===== src/rtl/vcd_pkg.sv =====
// Shared constants and types for the output-code command decoder.
// Assumes a 10-bit code and four write-once slots; the read layout depends on both.
package vcd_pkg;
    localparam int unsigned CODE_W = 10;
    localparam int unsigned NSLOT  = 4;
    localparam int unsigned BYTE_W = 8;
    localparam int unsigned HI_W   = CODE_W - BYTE_W;
    localparam int unsigned PAD_W  = BYTE_W - NSLOT - HI_W;

    localparam logic [2:0] SEL_MEM = 3'b010;
    localparam logic [2:0] SEL_ACQ = 3'b001;

    localparam logic [CODE_W-1:0] CODE_MID  = CODE_W'(1) << (CODE_W - 1);
    localparam logic [CODE_W-1:0] CODE_ZERO = '0;

    typedef enum logic [1:0] {
        FR_FIRST  = 2'd0,
        FR_SECOND = 2'd1,
        FR_DONE   = 2'd2
    } frame_state_t;
endpackage


===== src/rtl/vcd_frame.sv =====
// Frame parser. It turns strobed data bytes into one-cycle command pulses.
// Assumes byte_valid pulses once per byte. Any bus event or general-call reset
// returns it to the first-byte state, and that event outranks a byte in the same cycle.
module vcd_frame
    import vcd_pkg::*;
(
    input  logic              clk,
    input  logic              rst_n,
    input  logic              gc_reset,
    input  logic              start_evt,
    input  logic              stop_evt,
    input  logic              byte_valid,
    input  logic [BYTE_W-1:0] byte_data,
    output logic              byte_ack,
    output logic              dac_we,
    output logic              mem_we,
    output logic              acq_req,
    output logic [CODE_W-1:0] wr_value
);
    frame_state_t    state_q;
    logic            is_mem_q;
    logic [HI_W-1:0] hi_q;
    logic            abort;
    logic [2:0]      sel;

    assign abort = gc_reset | start_evt | stop_evt;
    assign sel   = byte_data[BYTE_W-1 -: 3];

    // Walk through the bytes of one frame and emit the command pulses.
    always_ff @(posedge clk) begin
        if (!rst_n) begin
            state_q  <= FR_FIRST;
            is_mem_q <= 1'b0;
            hi_q     <= '0;
            byte_ack <= 1'b0;
            dac_we   <= 1'b0;
            mem_we   <= 1'b0;
            acq_req  <= 1'b0;
            wr_value <= '0;
        end else begin
            byte_ack <= 1'b0;
            dac_we   <= 1'b0;
            mem_we   <= 1'b0;
            acq_req  <= 1'b0;
            if (abort) begin
                state_q <= FR_FIRST;
            end else if (byte_valid) begin
                case (state_q)
                    FR_FIRST: begin
                        byte_ack <= 1'b1;
                        if (sel == SEL_ACQ) begin
                            acq_req <= 1'b1;
                            state_q <= FR_DONE;
                        end else begin
                            is_mem_q <= (sel == SEL_MEM);
                            hi_q     <= byte_data[HI_W-1:0];
                            state_q  <= FR_SECOND;
                        end
                    end
                    FR_SECOND: begin
                        byte_ack <= 1'b1;
                        wr_value <= {hi_q, byte_data};
                        mem_we   <= is_mem_q;
                        dac_we   <= !is_mem_q;
                        state_q  <= FR_DONE;
                    end
                    default: state_q <= FR_DONE;
                endcase
            end
        end
    end

    // an abandoned frame never produces a command in the next cycle
    p_abort_no_commit_r3: assert property (@(posedge clk) disable iff (!rst_n)
        abort |=> !(dac_we || mem_we || acq_req));

    // bytes after a complete command are not acknowledged
    p_done_no_ack_r10: assert property (@(posedge clk) disable iff (!rst_n)
        (state_q == FR_DONE && byte_valid && !abort) |=> !byte_ack);
endmodule


===== src/rtl/vcd_slots.sv =====
// Model of the write-once slot bank. Each successful write fills the next free
// slot and extends the thermometer usage record by one bit. Writes to a
// full bank are dropped. Only rst_n (model initialisation) clears the bank.
module vcd_slots
    import vcd_pkg::*;
(
    input  logic              clk,
    input  logic              rst_n,
    input  logic              mem_we,
    input  logic [CODE_W-1:0] wr_value,
    output logic [NSLOT-1:0]  used,
    output logic [CODE_W-1:0] latest,
    output logic              any_used,
    output logic              prog_ok
);
    logic [NSLOT-1:0][CODE_W-1:0] slot_q;

    assign prog_ok  = mem_we && !used[NSLOT-1];
    assign any_used = used[0];

    // Fill the next free slot and extend the usage thermometer.
    always_ff @(posedge clk) begin
        if (!rst_n) begin
            used   <= '0;
            slot_q <= '0;
        end else if (prog_ok) begin
            for (int i = 0; i < NSLOT; i++) begin
                if (!used[i] && (i == 0 || used[(i == 0) ? 0 : i - 1]))
                    slot_q[i] <= wr_value;
            end
            used <= {used[NSLOT-2:0], 1'b1};
        end
    end

    // Select the highest used slot as the most recent value.
    always_comb begin
        latest = '0;
        for (int i = 0; i < NSLOT; i++) begin
            if (used[i]) latest = slot_q[i];
        end
    end

    // a full bank never changes
    p_full_hold_r5: assert property (@(posedge clk) disable iff (!rst_n)
        used[NSLOT-1] |=> ($stable(used) && $stable(slot_q)));

    // each successful write adds exactly one thermometer bit
    p_grow_one_r6: assert property (@(posedge clk) disable iff (!rst_n)
        prog_ok |=> (used == {$past(used[NSLOT-2:0]), 1'b1}));

    // status is always a thermometer code
    p_thermo_r6: assert property (@(posedge clk) disable iff (!rst_n)
        ((used & (used + 1'b1)) == '0));
endmodule


===== src/rtl/vcd_code.sv =====
// Output code register. It reacts to model initialisation, general-call reset,
// direct writes, successful memory writes and acquires, in that priority.
// Assumes the command pulses arrive from the frame parser one at a time.
module vcd_code
    import vcd_pkg::*;
(
    input  logic              clk,
    input  logic              rst_n,
    input  logic              gc_reset,
    input  logic              dac_we,
    input  logic              prog_ok,
    input  logic              acq_req,
    input  logic [CODE_W-1:0] wr_value,
    input  logic [CODE_W-1:0] latest,
    input  logic              any_used,
    output logic [CODE_W-1:0] code
);
    // Choose the next output code from the highest-priority source.
    always_ff @(posedge clk) begin
        if (!rst_n) begin
            code <= CODE_MID;
        end else if (gc_reset) begin
            if (prog_ok)       code <= wr_value;
            else if (any_used) code <= latest;
            else               code <= CODE_MID;
        end else if (dac_we || prog_ok) begin
            code <= wr_value;
        end else if (acq_req) begin
            code <= any_used ? latest : CODE_ZERO;
        end
    end

    // without a completed command the code holds
    p_hold_r2: assert property (@(posedge clk) disable iff (!rst_n)
        (!gc_reset && !dac_we && !prog_ok && !acq_req) |=> $stable(code));

    // acquire with an empty bank gives zero
    p_acq_empty_r4: assert property (@(posedge clk) disable iff (!rst_n)
        (acq_req && !gc_reset && !any_used) |=> (code == CODE_ZERO));

    // a successful memory write lands in the code
    p_prog_code_r8: assert property (@(posedge clk) disable iff (!rst_n)
        prog_ok |=> (code == $past(wr_value)));

    // general-call reset with an empty bank gives midscale
    p_gc_empty_r7: assert property (@(posedge clk) disable iff (!rst_n)
        (gc_reset && !any_used && !prog_ok) |=> (code == CODE_MID));
endmodule


===== src/rtl/vcode_cmd_decoder.sv =====
// Top of the output-code command decoder: frame parser, slot bank and code
// register, plus the two read-response bytes. Assumes a bus front end that
// delivers write data bytes and bus events as single-cycle strobes.
module vcode_cmd_decoder
    import vcd_pkg::*;
(
    input  logic        clk,
    input  logic        rst_n,
    input  logic        gc_reset,
    input  logic        start_evt,
    input  logic        stop_evt,
    input  logic        byte_valid,
    input  logic [7:0]  byte_data,
    output logic        byte_ack,
    output logic [9:0]  dac_code,
    output logic [7:0]  rd_hi,
    output logic [7:0]  rd_lo
);
    logic              dac_we, mem_we, acq_req, prog_ok, any_used;
    logic [CODE_W-1:0] wr_value, latest, code;
    logic [NSLOT-1:0]  used;

    vcd_frame u_frame (
        .clk       (clk),
        .rst_n     (rst_n),
        .gc_reset  (gc_reset),
        .start_evt (start_evt),
        .stop_evt  (stop_evt),
        .byte_valid(byte_valid),
        .byte_data (byte_data),
        .byte_ack  (byte_ack),
        .dac_we    (dac_we),
        .mem_we    (mem_we),
        .acq_req   (acq_req),
        .wr_value  (wr_value)
    );

    vcd_slots u_slots (
        .clk     (clk),
        .rst_n   (rst_n),
        .mem_we  (mem_we),
        .wr_value(wr_value),
        .used    (used),
        .latest  (latest),
        .any_used(any_used),
        .prog_ok (prog_ok)
    );

    vcd_code u_code (
        .clk     (clk),
        .rst_n   (rst_n),
        .gc_reset(gc_reset),
        .dac_we  (dac_we),
        .prog_ok (prog_ok),
        .acq_req (acq_req),
        .wr_value(wr_value),
        .latest  (latest),
        .any_used(any_used),
        .code    (code)
    );

    assign dac_code = code;
    assign rd_hi    = {used, {PAD_W{1'b0}}, code[CODE_W-1 -: HI_W]};
    assign rd_lo    = code[BYTE_W-1:0];
endmodule


===== config.mk =====
export PLATFORM = sky130hd
export DESIGN_NAME = vcode_cmd_decoder
export DESIGN_NICKNAME = d
export VERILOG_FILES = /design/src/rtl/vcd_pkg.sv /design/src/rtl/vcd_frame.sv /design/src/rtl/vcd_slots.sv /design/src/rtl/vcd_code.sv /design/src/rtl/vcode_cmd_decoder.sv
export SDC_FILE = /design/constraint.sdc
export NUM_CORES = 1
export LEC_CHECK = 0
export CORE_UTILIZATION = 55
export CTS_CLUSTER_SIZE = 14
export DETAILED_ROUTE_END_ITERATION = 16
export MAX_ROUTING_LAYER = met4
export PLACE_DENSITY = 0.84
export RECOVER_POWER = 100
export SLEW_MARGIN = 15
export SYNTH_ARGS = -nofsm -noshare
export SYNTH_HDL_FRONTEND = slang
export SYNTH_SLANG_ARGS = --single-unit

===== constraint.sdc =====
create_clock -name clk -period 2.1 [get_ports clk]
set_input_delay 0.315 -clock clk [delete_from_list [all_inputs] [get_ports clk]]
set_output_delay 0.315 -clock clk [all_outputs]
set_load 0.05 [all_outputs]

==> flow_results.org, run 1 <==
** CTS
- H-tree levels :: 3
- TritonCTS built the clock tree.
- For this design, the CTS-stage hold fixing added 0 buffers.
- The number of gates resized after CTS was 0.
- Maximum clock path buffer count :: 2
- The tree is rooted in a sky130_fd_sc_hd__clkbuf_8.
- Setup fix buffers added after clock tree synthesis :: 0
- Sinks on the clock net :: 73
- The number of clock buffers added by TritonCTS is 9.
- The later pin in the worst-skew pair is clocked with a latency of 0.34 ns.
- Clock-pin slew reported for the worst setup and hold paths after clock tree synthesis :: 0.08 ns

** Route
- Overall routed net length :: 7494 µm
- Dividing the detail-routed via count by the number of cells gives 5.583.
- Before antenna repair, the detailed router went through 5 iterations.
- Routed length per placed instance :: 15.88 µm
- Antenna viol nets, final :: 0
- Violation count after the first detailed-routing iteration :: 221
- Total number of vias :: 2635
- For this run, design rule violations remaining after detail routing come to 0.

** Layout
- Filler-free cell count of the finished design :: 472
- Number of antenna repair diodes :: 0
- Final core utilization :: 0.6778
- Of the cells placed in the final design, the portion with a size suffix greater than 1 is 0.1150.
- Fill cells in the final layout number 455.
- Compared with the post-synthesis result, the final layout area differs by 15.50%.
- After the last flow step, the layout net total stands at 409.

** Global route
- GRT Overall Usage :: 0.2773
- For met3 alone, demand over resource in global routing was 0.07657.
- GR Layer Usage met1 :: 0.3353
- The layer flagged by global routing as most heavily used is met2.
- Met2 layer usage reported by global route :: 0.4333
- Vias in the first global route :: 2622
- Entering global routing, the biggest net connects 42 pins.
- The first global-routing pass estimated 12690 µm of wire.
- Initial antenna violation count :: 0
- Global route overflow :: 0

** Timing
- Based on the critical path, the design can be clocked at up to 505.9 MHz.
- Number of max-slew violations in the final report :: 0
- Hold is met by 0.2906 ns.
- Sum of negative setup slack :: 0 ns
- Portion of the clock cycle consumed by the worst path in the final layout :: 0.9412
- At the pin with the least slew margin, the transition time is 0.7846 ns.
- Once routing completed, OpenROAD measured the worst setup slack at 0.1234 ns.
- Setup-failing EPs final :: 0
- The worst path needs 1.977 ns of the cycle, external delays included.
- Final hold vios :: 0
- Setup repair after global routing left no endpoint under its margin.
- Clock skew on the completed layout was measured at 0.003646 ns.
- Slew HR :: 0.4762

** Yosys
- For this run, the number of Yosys warnings is 0.
- Arithmetic-cell share of the synthesized area counting full adders, half adders and majority gates :: 0
- Post-Synth Simple-Gate Area :: 0.1886
- Most area-consuming cells after synthesis :: sky130_fd_sc_hd__dfxtp_1, sky130_fd_sc_hd__nand2_1, sky130_fd_sc_hd__a21boi_0
- By count the netlist is led by sky130_fd_sc_hd__nand2_1, sky130_fd_sc_hd__dfxtp_1, sky130_fd_sc_hd__a21boi_0.
- Distinct cell type count of the synthesized netlist :: 40
- Among all flip-flop cells after synthesis, the most frequent one is sky130_fd_sc_hd__dfxtp_1.
- After synthesis the netlist holds a flip-flop and latch count of 73.
- Main combinational cell family by area after synthesis :: compound AO/OA/AOI/OAI gates
- Of the synthesized area, sequential elements account for 0.4414.
- A synthesized cell averages 9.070 µm².
- Area of the mapped netlist :: 3311 µm²
- Compound-cell area share of the yosys netlist :: 0.2271
- For this run, asynchronously set or reset flops after synthesis account for 0.
- Cell type contributing the most total cell area after synthesis :: sky130_fd_sc_hd__dfxtp_1
- Counting flops with a built-in enable in the synthesized netlist gives 0.
- Of the post-synthesis cell area, the dominant cell type holds 0.4414.
- Post-Synth XOR/XNOR Area :: 0
- Most frequent cell after synthesis :: sky130_fd_sc_hd__nand2_1
- Number of instances in the synthesized netlist :: 365
- After synthesis, the share of cell area in mux cells is 0.06954.

** Place
- Placement-stage worst setup slack :: 0.2062 ns
- Buffers placed on the I/O ports in this run total 38.
- Hpwl dp :: 5111 µm
- Placer congestion estimate :: 0.8207
- After detailed placement, the design holds a cell count of 456.

** Pwr
- VDD sags by at most 0.0005920 V.
- In this run the power spent charging and discharging nets is 660.5 µW.
- Of the total power, the clock network draws 0.405.
- The internal power of the cells totals 2.062 mW.
- For this design the static power due to leakage is 1.337 nW.
- Power share of the combinational group :: 0.080
- Of the total power, registers draw 0.516.
- Switch share :: 0.2426
- Power per unit of standard cell area :: 712.1 nW/µm²

** Hold path
- The min-delay analysis places its worst path in the category input pin to flop.

** Flow run
- Count of max-cap constraint violations :: 0

** Worst setup path
- The worst setup path is of the flop to primary output kind.
- STA classifies the critical path endpoint as a primary output.
- The largest single stage delay on the critical path is 0.85 ns.
- Walking the worst path, the cells encountered are clkdlybuf4s50_1.
- STA classifies the critical path startpoint as a flop.
- Arrival time of data at the critical path endpoint :: 1.66 ns
- CP Max Fanout :: 8
- Critical-path cell with the highest stage delay :: sky130_fd_sc_hd__clkdlybuf4s50_1
- Kind of cell adding the most delay to the critical path :: buffers and inverters
- Number of buffers and inverters on the critical path :: 1
- Critical Path RT :: 1.78 ns

** Die
- Floorplan die area :: 6334 µm²
- The die is 79.59 µm wide.
- FP Rows :: 27
- During I/O placement, the number of pins put on the boundary was 41.
- The initial utilization of the core area, before any placement, comes to 0.5868.
- Area of the core :: 5642 µm²
- Die height :: 79.59 µm

** Run status
- The run finished with clean final reports.
power by group through the flow:
stage / Clock, mW / Combinational (mW) / Sequential [mW]
after floorplan: 0 / 0.128 / 1.47
after global placement: 0 / 0.225 / 1.44
after detailed placement: 0 / 0.227 / 1.44
after CTS: 1.12 / 0.228 / 1.41
after global routing: 1.19 / 0.229 / 1.41
final: 1.10 / 0.217 / 1.40
stage by stage:
stage          instance area (µm²)  total power [mW]
6_report                      3824             2.723
5_1_grt                       3824             2.823
3_5_place_dp                  3681             1.666
3_3_place_gp                  3681             1.663
4_1_cts                       3885             2.756
2_1_floorplan                 3314             1.599
flip-flops by register name, summed over array words and instances (netlist names), 2 cells and up:
name	count
u_slots.slot_q	40
u_code.code	10
u_frame.wr_value	10
u_slots.used	4
u_frame.hi_q	2
u_frame.state_q	2
area by class of cell:
type	instances	area, µm²	area share
well taps	72	90.09	0.02356
clock buffers	10	137.6	0.03599
clock inverters	6	66.31	0.01734
flip-flops and latches	73	1461	0.3822
repair buffers	54	465.4	0.1217
inverters	4	15.01	0.003927
multi-input cells	253	1588	0.4152
per-layer routing:
layer,up-vias,share of wire
li1,1305,-
met1,1241,0.43
met2,75,0.50
met3,14,0.053
met4,0,0.020
met5,-,0
final timing paths:
kind,depth (start not counted),end,start,slack [ns]
worst max-delay path,1,rd_hi[7],u_slots.used[3],0.12
worst min-delay path,2,u_frame.hi_q[0],rst_n,0.29
worst max register to register,5,u_slots.slot_q[6],u_slots.used[3],0.23
worst min register to register,2,u_slots.slot_q[22],u_slots.slot_q[22],0.46
layout by cell type (no fill, tap or decap), types with 3 or more instances in the layout:
cell type,n
sky130_fd_sc_hd__a21boi_0,41
sky130_fd_sc_hd__a21oi_1,12
sky130_fd_sc_hd__a22oi_1,9
sky130_fd_sc_hd__buf_4,12
sky130_fd_sc_hd__clkbuf_1,4
sky130_fd_sc_hd__clkbuf_2,3
sky130_fd_sc_hd__clkbuf_8,10
sky130_fd_sc_hd__clkdlybuf4s50_1,12
sky130_fd_sc_hd__clkinvlp_4,3
sky130_fd_sc_hd__dfxtp_1,73
sky130_fd_sc_hd__dlygate4sd3_1,22
sky130_fd_sc_hd__inv_1,4
sky130_fd_sc_hd__mux2i_1,23
sky130_fd_sc_hd__nand2_1,86
sky130_fd_sc_hd__nand2b_1,3
sky130_fd_sc_hd__nor2_1,3
sky130_fd_sc_hd__nor2b_1,16
sky130_fd_sc_hd__nor3b_1,3
sky130_fd_sc_hd__o21a_1,4
sky130_fd_sc_hd__o21ai_0,21
sky130_fd_sc_hd__o221ai_2,8
cell families (layout without fill, tap and decap cells):
| group | Yosys count | count (layout) |
|---|---|---|
| and+or+nand+nor | 126 | 126 |
| buffers and inverters | 40 | 74 |
| other | 1 | 2 |
| muxes | 23 | 23 |
| AOI/OAI and AO/OA | 102 | 102 |
| DFF | 73 | 73 |
Power figures use the tool's default switching activity.
==> run 2: changes to the inputs <==
--- a/config.mk
+++ b/config.mk
@@ -11,7 +11,9 @@
 export MAX_ROUTING_LAYER = met4
 export PLACE_DENSITY = 0.84
 export RECOVER_POWER = 100
-export SLEW_MARGIN = 15
+export REMOVE_ABC_BUFFERS = 1
+export SKIP_LAST_GASP = 1
+export SLEW_MARGIN = 20
 export SYNTH_ARGS = -nofsm -noshare
 export SYNTH_HDL_FRONTEND = slang
 export SYNTH_SLANG_ARGS = --single-unit
==> run 2 against run 1 <==
Worst hold slack gained 0.10 ns; first-iteration DRC count shrank 16%; sequential share of layout area is essentially flat; critical path type unchanged.
==> flow_results.org, run 2 (synthesis gave the netlist of run 1 again) <==
** CTS
- The post-CTS setup repair buffer count came to 0 (unchanged).
- The hold-fix buffer count after cts was 0 (unchanged).
- The clock slew at the register clock pins of the worst setup and hold paths was 0.08 ns (about the same).
- The total number of clock tree sinks came to 73 (unchanged).
- The number of CTS-inserted buffers was 9 (unchanged).
- Clock network latency to the later pin of the worst-skew pair :: 0.36 ns (+0.02 ns)
- TritonCTS built the clock tree.
- Clock tree synthesis selected as its root buffer the cell sky130_fd_sc_hd__clkbuf_8.
- The worst-case clock buffer depth came to 2 (unchanged).
- Post-CTS resize count :: 0 (unchanged)
- H-tree levels :: 3 (unchanged)

** Layout
- Share of cells above drive strength 1 :: 0.09383 (-0.02117)
- Most frequent cells in the layout :: sky130_fd_sc_hd__nand2_1, sky130_fd_sc_hd__dfxtp_1, sky130_fd_sc_hd__a21boi_0
- Largest registers ranked by flip-flop count :: u_slots.slot_q x40, u_code.code x10, u_frame.wr_value x10
- Max FFs per register :: 40 (unchanged)
- The number of antenna cells inserted is 0 (unchanged).
- Area growth from synthesis to final layout :: 15.42% (about the same)
- Most common library cell in the layout ignoring fill and taps :: sky130_fd_sc_hd__nand2_1
- The post-route cell area came to 3821 µm² (about the same).
- The filler cell count is 441 (-3.1%).
- u_slots.slot_q holds more flip-flops than any other register.
- Post-layout nets :: 414 (+1.2%)

** Hold path
- Type of the tightest min-delay check :: input pin to flop

** Die
- FP Rows :: 27 (unchanged)
- Area of the core :: 5642 µm² (unchanged)
- The initial standard-cell utilization of the core is 0.5868 (unchanged).
- The die boundary width is 79.59 µm (unchanged).
- Floorplan die area :: 6334 µm² (unchanged)
- The die height came to 79.59 µm (unchanged).
- The I/O pin count came to 41 (unchanged).

** Global route
- Global route overflow :: 0 (unchanged)
- Vias in the first global route :: 2659 (+1.4%)
- Pin count of the biggest net entering global routing :: 45 (+7.1%)
- The global routing usage summed across all routing layers is 0.2707 (-0.006634).
- Initial antenna violation count :: 0 (unchanged)
- The wire length of the first global-routing pass came to 12580 µm (-0.87%).

** Worst setup path
- The largest incremental delay on the critical path was 0.85 ns (about the same).
- Critical Path RT :: 1.78 ns (about the same)
- Launching element type of the critical path :: flop
- The critical path in this run is classified as flop to primary output.
- The arrival time reported for the critical path endpoint was 1.67 ns (about the same).
- CP Max Fanout :: 8 (unchanged)
- Number of buffers and inverters on the critical path :: 1 (unchanged)
- Type of element capturing the critical path :: primary output
- Kind of cell adding the most delay to the critical path :: buffers and inverters
- Critical-path cell with the highest stage delay :: sky130_fd_sc_hd__clkdlybuf4s50_1
- Cell-by-cell trace of the critical path :: clkdlybuf4s50_1

** Timing
- The minimum clock period is 1.982 ns (+0.005458 ns).
- The final cycle utilization of the critical path is 0.9438 (+0.002599).
- The transition time of the tightest slew-check pin came to 0.6771 ns (-0.1075 ns).
- The final number of max-transition violations came to 0 (unchanged).
- The fmax is 504.5 MHz (-0.28%).
- Setup-failing EPs final :: 0 (unchanged)
- Setup clock skew after layout :: 0.009479 ns (+0.005833 ns)
- The relative slew slack was 0.5469 (+0.07070).
- The hold slack is 0.3931 ns (+0.1025 ns).
- The final number of hold-violating endpoints was 0 (unchanged).
- Setup repair after global routing missed its margin :: false
- The total negative setup slack came to 0 ns (unchanged).

** Route
- Total number of vias :: 2711 (+2.9%)
- The post-route DRC violation count is 0 (unchanged).
- First-pass iteration count of the detailed router :: 4 (-1)
- Overall routed net length :: 7575 µm (+1.1%)
- Violation count after the first detailed-routing iteration :: 186 (-16%)
- Number of vias per cell after detailed routing :: 5.683 (+1.8%)
- Routed length per placed instance :: 15.88 µm (about the same)
- Antenna viol nets, final :: 0 (unchanged)

** Run status
- The run finished with clean final reports.

** Place
- Hpwl dp :: 5237 µm (+2.5%)
- Placed instance area :: 3731 µm² (+1.4%)
- The number of buffers inserted by port buffering is 38 (unchanged).
- The placer congestion estimate was 0.8108 (-1.2%).

** Pwr
- The leakage power came to 1.352 nW (+1.1%).
- The peak supply drop came to 0.0003601 V (-39%).
- The power density normalized to cell area came to 714.3 nW/µm² (+0.31%).

** Flow run
- The total of max-cap violations is 0 (unchanged).
## run 2: cell count changes in the layout (fill, tap and decap cells not counted), sizes merged
cell      delta
clkinv       +2
buf          +3
clkinvlp     -1
inv          -1
clkbuf       +2
## run 2: final cells by class
cell class	instances	area, µm²	share of cell area
Inverter	4	15.01	0.003929
Tap cell	72	90.09	0.02358
Timing Repair Buffer	59	516.7	0.1352
Sequential cell	73	1461	0.3824
Clock inverter	6	67.56	0.01768
Clock buffer	10	137.6	0.03602
Multi-Input combinational cell	253	1533	0.4011
## run 2: where the power goes
group	internal [mW]	switching [mW]	leakage (nW)
clock	0.582	0.533	0.0985
sequential	1.39	0.00881	0.590
combinational	0.0821	0.129	0.664
total	2.06	0.671	1.35
## run 2: worst paths after layout
kind	startpoint	to	slack, ns	cells past startpoint
worst max register to register	u_slots.used[3]	u_slots.slot_q[15]	0.25	6
worst min register to register	u_frame.is_mem_q	u_frame.dac_we	0.45	1
worst min-delay path	rst_n	u_code.code[9]	0.39	2
worst max-delay path	u_slots.used[3]	rd_hi[7]	0.12	1
## run 2: per-layer routing
metal | global-route usage | vias up | part of all wire
li1 | - | 1319 | -
met1 | 0.3167 | 1286 | 0.43
met2 | 0.4316 | 85 | 0.48
met3 | 0.06057 | 21 | 0.063
met4 | 0.1455 | 0 | 0.031
met5 | - | - | 0
## run 2: metrics by stage
step | std cells | power (mW) | util | setup WS [ns]
3_3_place_gp | 461 | 1.664 | 0.6613 | 0.2477
4_1_cts | 477 | 2.761 | 0.6977 | 0.1090
3_5_place_dp | 461 | 1.667 | 0.6613 | 0.1651
5_1_grt | 477 | 2.822 | 0.6773 | 0.03812
6_report | 477 | 2.729 | 0.6773 | 0.1179
2_1_floorplan | 330 | 1.567 | - | 0.08804
==> run 3: changes to the inputs <==
--- a/config.mk
+++ b/config.mk
@@ -12,6 +12,7 @@
 export PLACE_DENSITY = 0.84
 export RECOVER_POWER = 100
 export REMOVE_ABC_BUFFERS = 1
+export SETUP_SLACK_MARGIN = 0.02
 export SKIP_LAST_GASP = 1
 export SLEW_MARGIN = 20
 export SYNTH_ARGS = -nofsm -noshare
==> constraint.sdc (replaced) <==
create_clock -name clk -period 2.1 [get_ports clk]
set_input_delay 0.315 -clock clk [delete_from_list [all_inputs] [get_ports clk]]
set_output_delay 0.315 -clock clk [all_outputs]
set_load 0.02 [all_outputs]
==> run 3 against run 2 <==
First-iteration DRC count rose by 12%; combinational power fell by 24%; via count barely moved; largest power group is now clock.
==> flow_results.org, run 3 (synthesis gave the netlist of run 1 again) <==
** CTS
- H-tree levels :: 3 (unchanged)
- TritonCTS built the clock tree.
- Root Buffer Master :: sky130_fd_sc_hd__clkbuf_8
- Num CTS Buffers :: 9 (unchanged)
- The clock insertion delay at the later pin of the skew report is 0.35 ns (about the same).
- The worst-case clock buffer depth came to 2 (unchanged).
- Clock-pin slew reported for the worst setup and hold paths after clock tree synthesis :: 0.08 ns (about the same)
- The total number of clock tree sinks was 73 (unchanged).

** Route
- Antenna viol nets, final :: 0 (unchanged)
- The number of violations reported at the end of detailed-routing iteration 0 was 208 (+12%).
- Total number of vias :: 2712 (+0.037%)
- First-pass iteration count of the detailed router :: 5 (+1)
- Post-detailed-route DRC marker count :: 0 (unchanged)
- The detail-routed via count per cell is 5.697 (+0.25%).
- Overall routed net length :: 7496 µm (-1.0%)
- The detail-routed net length per standard cell came to 15.75 µm (-0.84%).

** Worst setup path
- Critical-path cell with the highest stage delay :: sky130_fd_sc_hd__dlygate4sd3_1
- Arrival time of data at the critical path endpoint :: 1.58 ns (-0.09 ns)
- The worst setup path is launched from a flop.
- The required time of the critical path came to 1.78 ns (about the same).
- Largest stage delay on the critical path :: 0.72 ns (-0.13 ns)
- Cell-by-cell trace of the critical path :: dlygate4sd3_1
- The setup path with the least slack is of type flop to primary output.
- The worst setup path is captured at a primary output.
- Kind of cell adding the most delay to the critical path :: buffers and inverters
- The count of buffer and inverter cells on the critical path came to 1 (unchanged).
- The highest fanout seen on the critical path was 14 (+6).

** Pwr
- Power after layout :: 3.058 mW (+12%)
- Power per unit of standard cell area :: 784.1 nW/µm² (+9.8%)
- Static leakage :: 1.418 nW (+4.8%)
- Peak ir drop on the vdd network :: 0.0004132 V (+15%)

** Layout
- The utilization after layout came to 0.6913 (+0.01397).
- The library cell used most frequently in the layout, excluding fill and tap cells, is sky130_fd_sc_hd__nand2_1.
- The filler cell count came to 461 (+4.5%).
- The area growth from synthesis to layout is 17.80%.
- Sequential standard cell area :: 1463 µm² (about the same)
- The library cells used most frequently in the layout, excluding fill and tap cells, are sky130_fd_sc_hd__nand2_1, sky130_fd_sc_hd__dfxtp_1, sky130_fd_sc_hd__a21boi_0.
- The post-route cell area came to 3900 µm² (+2.1%).
- The multi-input logic area came to 1526 µm² (-0.41%).
- The number of antenna cells inserted was 0 (unchanged).
- Biggest register :: u_slots.slot_q
- Largest registers ranked by flip-flop count :: u_slots.slot_q x40, u_code.code x10, u_frame.wr_value x10
- The number of flip-flops under the largest register name was 40 (unchanged).
- Post-layout nets :: 413 (-0.24%)
- Share of cells above drive strength 1 :: 0.1015 (+0.007658)
- The number of standard cells in the layout, taps in and fillers out is 476 (-0.21%).

** Timing
- Setup clock skew after layout :: 0.007154 ns (-0.002325 ns)
- The transition time of the tightest slew-check pin was 0.6667 ns (-0.01045 ns).
- The relative slew slack is 0.5539 (+0.006991).
- Portion of the clock cycle consumed by the worst path in the final layout :: 0.9007 (-0.04313)
- The hold slack is 0.3106 ns (-0.08253 ns).
- Setup repair after global routing left no endpoint under its margin.
- Final hold vios :: 0 (unchanged)
- Setup-failing EPs final :: 0 (unchanged)
- Sum of negative setup slack :: 0 ns (unchanged)
- The final number of max-transition violations is 0 (unchanged).
- The post-route worst setup slack came to 0.2085 ns (+0.09057 ns).
- Final period demand of the worst path :: 1.892 ns (-0.09057 ns)
- Max Fclk :: 528.7 MHz (+4.8%)

** Die
- Floorplan die area :: 6334 µm² (unchanged)
- FP Rows :: 27 (unchanged)
- The die boundary width is 79.59 µm (unchanged).
- Die height :: 79.59 µm (unchanged)
- The I/O pin count came to 41 (unchanged).
- The initial standard-cell utilization of the core was 0.5868 (unchanged).
- Area of the core :: 5642 µm² (unchanged)

** Place
- Hpwl dp :: 5138 µm (-1.9%)
- Placed instance area :: 3719 µm² (-0.34%)
- Number of instances in the placed design :: 460 (-0.22%)
- The number of buffers inserted by port buffering came to 38 (unchanged).
- The pre-CTS worst setup slack is 0.2118 ns (+0.04671 ns).
- Placer congestion estimate :: 0.8376 (+3.3%)

** Global route
- The wire length of the first global-routing pass came to 12250 µm (-2.6%).
- Initial antenna violation count :: 0 (unchanged)
- Global route overflow :: 0 (unchanged)
- GRT Overall Usage :: 0.2666 (-0.004089)
- Pin count of the biggest net entering global routing :: 38 (-16%)
- The via count of the first global-routing pass is 2508 (-5.7%).

** Flow run
- The total of max-cap violations came to 0 (unchanged).

** Run status
- The flow ran to the end, and the final reports show no timing, DRC or antenna violations.

** Hold path
- The min-delay analysis places its worst path in the category input pin to flop.
run 3: changes by cell type in the layout (fill, tap and decap cells not counted), moves of 2 or more:
cell and delta:
sky130_fd_sc_hd__clkbuf_1 -7, sky130_fd_sc_hd__buf_4 +4, sky130_fd_sc_hd__dlygate4sd3_1 +4, sky130_fd_sc_hd__bufinv_16 +3, sky130_fd_sc_hd__clkinvlp_4 -2
run 3: where the power goes:
part | switching (mW) | leakage [nW] | internal (mW)
logic | 0.0790 | 0.690 | 0.0811
registers | 0.00880 | 0.590 | 1.39
clock network | 0.547 | 0.137 | 0.948
run 3: layout make-up:
type,count,share of cell area
Inverter,4,0.003850
Clock buffer,10,0.03529
Timing Repair Buffer,58,0.1360
Tap cell,72,0.02310
Clock inverter,6,0.03529
Multi-Input combinational cell,253,0.3914
Sequential cell,73,0.3750
run 3: layer usage:
layer	up-vias	wire, µm	global-route usage	share of wire
li1	1318	-	-	-
met1	1293	3290	0.3340	0.44
met2	84	3601	0.4179	0.48
met3	17	450	0.03771	0.060
met4	0	153	0.1364	0.020
met5	-	0	-	0
run 3: worst paths after layout:
| kind | from | slack [ns] | cells after the start | to |
|---|---|---|---|---|
| worst max register to register | u_slots.used[3] | 0.32 | 6 | u_slots.slot_q[15] |
| worst max-delay path | u_slots.used[0] | 0.21 | 1 | rd_hi[4] |
| worst min-delay path | rst_n | 0.31 | 2 | u_slots.slot_q[25] |
| worst min register to register | u_frame.is_mem_q | 0.44 | 1 | u_frame.dac_we |
run 3: timing repair:
action / in CTS / in global routing
endpoints found under the setup margin: 0 / 1
gates resized for setup: 0 / 1
setup buffers: 0 / 0
hold buffers: 0 / 0
